`src/rtl/rpr_pkg.sv`:
```
package rpr_pkg;

   typedef enum logic [1:0] {
      OCC_NONE = 2'b00,
      OCC_ONE  = 2'b01,
      OCC_BAD  = 2'b10,
      OCC_TWO  = 2'b11
   } occ_code_e;

endpackage

```
`src/rtl/rpr_occ_decode.sv`:
```
module rpr_occ_decode
   import rpr_pkg::*;
(
   input  logic       last_i,
   input  logic [1:0] code_i,
   output logic [1:0] back_o,
   output logic       bad_o
);
   occ_code_e code;
   assign code = occ_code_e'(code_i);

   always_comb begin
      back_o = 2'd0;
      bad_o  = 1'b0;
      if (last_i) begin
         unique case (code)
            OCC_NONE: back_o = 2'd0;
            OCC_ONE:  back_o = 2'd1;
            OCC_TWO:  back_o = 2'd2;
            OCC_BAD:  bad_o  = 1'b1;
         endcase
      end
   end
endmodule

```
`src/rtl/rpr_store.sv`:
```
module rpr_store #(
   parameter int W     = 32,
   parameter int DEPTH = 16,
   localparam int AW   = $clog2(DEPTH)
)(
   input  logic          clk,
   input  logic          we_i,
   input  logic [AW-1:0] waddr_i,
   input  logic [W-1:0]  wdata_i,
   input  logic [AW-1:0] raddr_i,
   output logic [W-1:0]  rdata_o
);
   logic [W-1:0] mem [DEPTH];

   always_ff @(posedge clk) begin
      if (we_i) mem[waddr_i] <= wdata_i;
   end

   assign rdata_o = mem[raddr_i];
endmodule

```
`src/rtl/rpr_ptr_ctrl.sv`:
```
module rpr_ptr_ctrl #(
   parameter int DEPTH = 16,
   localparam int AW   = $clog2(DEPTH),
   localparam int PW   = AW + 1
)(
   input  logic          clk,
   input  logic          rst_n,
   input  logic          src_valid_i,
   input  logic          inc_i,
   input  logic          last_i,
   input  logic [1:0]    back_i,
   output logic          push_o,
   output logic [AW-1:0] waddr_o,
   output logic [AW-1:0] raddr_o,
   output logic          rdy_o,
   output logic          stop_o
);
   logic [PW-1:0] wr_q, rd_q, cm_q;
   logic [PW-1:0] held, rd_adv, rd_back;
   logic          unread, full, xfer;

   assign unread  = (wr_q != rd_q);
   assign held    = wr_q - cm_q;
   assign full    = (held == PW'(DEPTH));
   assign xfer    = inc_i & unread;
   assign rd_adv  = rd_q + PW'(xfer);
   assign rd_back = rd_adv - PW'(back_i);

   assign push_o  = src_valid_i & ~full;
   assign rdy_o   = unread;
   assign stop_o  = inc_i & ~unread & ~src_valid_i;
   assign waddr_o = wr_q[AW-1:0];
   assign raddr_o = rd_q[AW-1:0];

   always_ff @(posedge clk) begin
      if (!rst_n) begin
         wr_q <= '0;
         rd_q <= '0;
         cm_q <= '0;
      end else begin
         if (push_o) wr_q <= wr_q + PW'(1);
         if (last_i) begin
            rd_q <= rd_back;
            cm_q <= rd_back;
         end else begin
            rd_q <= rd_adv;
         end
      end
   end
endmodule

```
`src/rtl/np_read_rewind.sv`:
```
module np_read_rewind #(
   parameter int W     = 32,
   parameter int DEPTH = 16
)(
   input  logic         clk,
   input  logic         rst_n,
   input  logic         src_valid,
   input  logic [W-1:0] src_data,
   output logic         src_pop,
   input  logic         core_inc,
   input  logic         core_last,
   input  logic [1:0]   core_occ,
   output logic [W-1:0] core_rdata,
   output logic         core_rdy,
   output logic         core_stop,
   output logic         occ_err
);
   localparam int AW = $clog2(DEPTH);

   generate
      if (DEPTH < 4 || (DEPTH & (DEPTH - 1)) != 0) begin : g_bad_depth
         $error("np_read_rewind: DEPTH must be a power of two, at least 4");
      end
      if (W < 1) begin : g_bad_width
         $error("np_read_rewind: W must be positive");
      end
   endgenerate

   logic [1:0]    back;
   logic          bad;
   logic          push;
   logic [AW-1:0] waddr, raddr;

   rpr_occ_decode u_dec (
      .last_i (core_last),
      .code_i (core_occ),
      .back_o (back),
      .bad_o  (bad)
   );

   rpr_ptr_ctrl #(.DEPTH(DEPTH)) u_ptr (
      .clk         (clk),
      .rst_n       (rst_n),
      .src_valid_i (src_valid),
      .inc_i       (core_inc),
      .last_i      (core_last),
      .back_i      (back),
      .push_o      (push),
      .waddr_o     (waddr),
      .raddr_o     (raddr),
      .rdy_o       (core_rdy),
      .stop_o      (core_stop)
   );

   rpr_store #(.W(W), .DEPTH(DEPTH)) u_mem (
      .clk     (clk),
      .we_i    (push),
      .waddr_i (waddr),
      .wdata_i (src_data),
      .raddr_i (raddr),
      .rdata_o (core_rdata)
   );

   assign src_pop = push;

   always_ff @(posedge clk) begin
      if (!rst_n) occ_err <= 1'b0;
      else        occ_err <= bad;
   end
endmodule

```
`config.mk`:
```
export PLATFORM = sky130hd
export DESIGN_NAME = np_read_rewind
export DESIGN_NICKNAME = d
export VERILOG_FILES = /design/src/rtl/rpr_pkg.sv /design/src/rtl/rpr_occ_decode.sv /design/src/rtl/rpr_store.sv /design/src/rtl/rpr_ptr_ctrl.sv /design/src/rtl/np_read_rewind.sv
export SDC_FILE = /design/constraint.sdc
export NUM_CORES = 1
export LEC_CHECK = 0
export ABC_AREA = 0
export BUFFER_PORTS_ARGS = -buffer_cell sky130_fd_sc_hd__buf_2
export CAP_MARGIN = 10
export CORE_UTILIZATION = 50
export DETAILED_ROUTE_END_ITERATION = 8
export GPL_TIMING_DRIVEN = 0
export PLACE_DENSITY = 0.67
export SETUP_SLACK_MARGIN = 0.4
export SLEW_MARGIN = 0
export SYNTH_ARGS = -nofsm -noshare
export SYNTH_HDL_FRONTEND = slang
export SYNTH_HIERARCHICAL = 1
export SYNTH_SLANG_ARGS = --single-unit
```
`constraint.sdc`:
```
create_clock -name clk -period 4.85 [get_ports clk]
set_input_delay 0.97 -clock clk [delete_from_list [all_inputs] [get_ports clk]]
set_output_delay 0.97 -clock clk [all_outputs]
set_load 0.005 [all_outputs]
```
==> out/qor.txt <==
Row Count: 73
Clock Skew: 0.0175 ns
hold path startpoint: u_ptr/cm_q[1]
CP required: 3.88 ns
PwrDens: 468 nW/µm²
area grow syn2layout: 15.6%
Post-Syn Area: 20300 µm²
WL/cell: 25.6 µm
Nets: 1136
Clk Tree Root Cell: clkbuf_16
worst-path fanout max: 10
initial antenna violation count: 1
worst r2r src: u_ptr/wr_q[3]
Final Max Slew Viols: 0
number of I/O port buffers: 74
Post-DRT Antenna Nets: 0
postcts setup bufs: 0
fin area: 23500 µm²
worst slack, placed: 1.21 ns
Yosys reg bits: 528
Clock Sinks: 528
antenna diode count: 0
GRT Util Overall: 21.0%
placed insts: 1559
share of post-route cells with drive strength above 1: 30.4%
depth of the most critical reg-to-reg path: 10
# hold bufs at CTS: 0
Hold Violations, Final: 0
I/O Pins: 75
Area after DPL: 21900 µm²
crit path time final: 4.13 ns
DIE AREA: 41400 µm²
Crit Path Class: register to output port
cells along the critical path: buf_4 > buf_2 > buf_1 > mux4_2 > a22oi_1 > nand2_1 > buf_2
Worst Path Buf+Inv: 4
Max-Cap Viols: 0
Critical Path AT: 3.16 ns
Total Wirelength: 42300 µm
DP HPWL: 26700 µm
DR iter-0 viols: 839
Hold Slack: 0.465 ns
Final Cycle Share: 85.1%
worst vdd ir: 0.316 mV
GP Congestion: 0.722
Pre-antenna DRT Iters: 5
slowest CP cell: buf_1
Worst Hold Depth: 2
Vias per Instance: 5.86
CP startpoint kind: register
post-CTS resize count: 0
die width: 204 µm
FMAX: 242 MHz
Worst setup EP type: output port
Core Area: 39900 µm²
number of global-route vias before repair: 10200
crit-path max cell delay: 0.72 ns
global-route wire length before repair: 63100 µm
DIE HEIGHT: 204 µm
clk slew on worst S/H paths: 0.06 ns
RSZ-0062 raised after global routing: false
Setup violations, final: 0
DRC: 0
Netlist cell types: 45
r2r setup slk: 1.31 ns
syn_area_per_cell: 21.7 µm²
max_slew headroom: 34.9%
Lkg Pwr: 7.49 nW
Power Total: 11.0 mW
PnR worst setup slack: 0.725 ns
Min-Delay Path Class: register to register
routed vias: 9667
largest net degree at the start of global routing: 23
Finished Layout Cells: 1651
H-tree levels: 2
worst skew pair latency: 0.57 ns
Filler Cells Inserted: 2864
CTS tree: yes
clock buffer depth: 3
outcome: finished clean
Post-Synthesis Cells: 936
Mapped Nets: 985
total CTS buffers: 51
most common cell after layout, fill and taps aside: edfxtp_1
aggregate global routing overflow: 0
end point of the worst hold path: u_ptr/cm_q[1]
Seq/Total Area, Yosys: 77.2%
worst reg2reg endpoint: u_mem/mem[12][31]
Ys Warns: 6
Worst-Margin Slew: 0.971 ns
commonest non-fill, non-tap cells in the layout: edfxtp_1 (512), mux4_2 (128), buf_2 (78)
Starting Density: 50.9%
Crit path max-delay family: buffers and inverters
most used cell, CP: buf_2
## layout make-up
type / instances / area, µm² / share of cell area, %
buffer: 55 / 298 / 1.27
inverter: 12 / 45.0 / 0.192
sequential: 528 / 15700 / 66.8
multi-input combinational: 341 / 4400 / 18.7
clock buffer: 68 / 1390 / 5.93
timing repair buffer: 98 / 838 / 3.57
tap: 525 / 657 / 2.80
clock inverter: 24 / 164 / 0.698
## per-layer routing
metal	vias up	track usage [%]	wire, µm
met3	57	3.61	2800
met5	-	0	13
li1	4228	-	-
met1	5057	30.0	18200
met4	2	5.32	784
met2	323	34.1	20400
## Yosys cell counts
master    count  area share (%)
a211o_1       1           0.043
a211o_2       1           0.049
a211oi_1      1           0.037
a211oi_4      1           0.099
a21boi_0      1           0.037
a21oi_1       8            0.20
a22oi_1      64             2.4
a311o_1       1           0.049
a311oi_1      1           0.043
a31o_2        1           0.043
a31oi_1       1           0.031
and2_1        3           0.092
and3_2        1           0.037
and3b_1       2           0.086
buf_1         9            0.17
buf_2         4           0.099
buf_4        19            0.70
buf_6         2            0.11
clkbuf_1     21            0.39
dfxtp_1      16             1.6
edfxtp_1    512              76
fa_1          1           0.099
ha_1          9            0.55
inv_1        12            0.22
mux2i_1       2           0.099
mux4_2      128              14
nand2_1      42            0.78
nand2b_1      5            0.15
nand3_1      11            0.27
nand3b_1      2           0.074
nor2_1       20            0.37
nor2b_1       2           0.062
nor3_1        6            0.15
nor3b_1       1           0.037
nor4b_1       1           0.043
o211ai_1      1           0.037
o21a_1        1           0.037
o21ai_0       2           0.049
o31ai_1       2           0.074
or2_2         1           0.031
or3b_2        1           0.043
or4_1         2           0.074
xnor2_1       6            0.26
xnor2_2       1           0.080
xor2_1        7            0.30
## power by group
group	total, mW	switching (mW)	internal [mW]
Sequential	5.15	0.0385	5.11
Combinational	2.12	1.13	0.985
Clock	3.71	1.60	2.11
## state kept, by name, indices dropped and copies added, names as in the netlist
register,flops
u_ptr/cm_q,5
u_mem/mem,512
u_ptr/rd_q,5
u_ptr/wr_q,5
occ_err,1
## worst max-delay path by stage
stage                        startpoint           endpoint  slack [ns]  cells past startpoint
after detailed placement      src_valid  u_mem/mem[12][15]        1.21                      8
after global routing      u_ptr/rd_q[1]     core_rdata[23]        0.64                      7
after floorplan           u_ptr/wr_q[3]    u_mem/mem[4][0]        0.68                      7
final                     u_ptr/rd_q[1]     core_rdata[31]        0.72                      7
after global placement        src_valid   u_mem/mem[12][6]       -2.07                      5
after CTS                 u_ptr/rd_q[1]     core_rdata[31]        0.73                      7
## cells by family after synthesis
group	Yosys count	share of synthesized area [%]
AO/OA/AOI/OAI	87	3.19
XOR/XNOR	14	0.640
adder cells (fa/ha/maj)	10	0.653
buffers and inverters	67	1.69
flip-flops	528	77.2
multiplexers	130	14.3
AND/OR/NAND/NOR	100	2.30
## worst min-delay path, cell delays in order, from the launching register on
cell     delay [ns]
dfxtp_1        0.30
nand2_1        0.06
a21oi_1        0.06
## through the flow
step | setup TNS, ns | utilization, %
after floorplan | 0 | -
after global placement | -265.83 | 53.5
after detailed placement | 0 | 54.9
after CTS | 0 | 58.8
after global routing | 0 | 58.8
final | 0 | 58.8
Power figures use the tool's default switching activity.
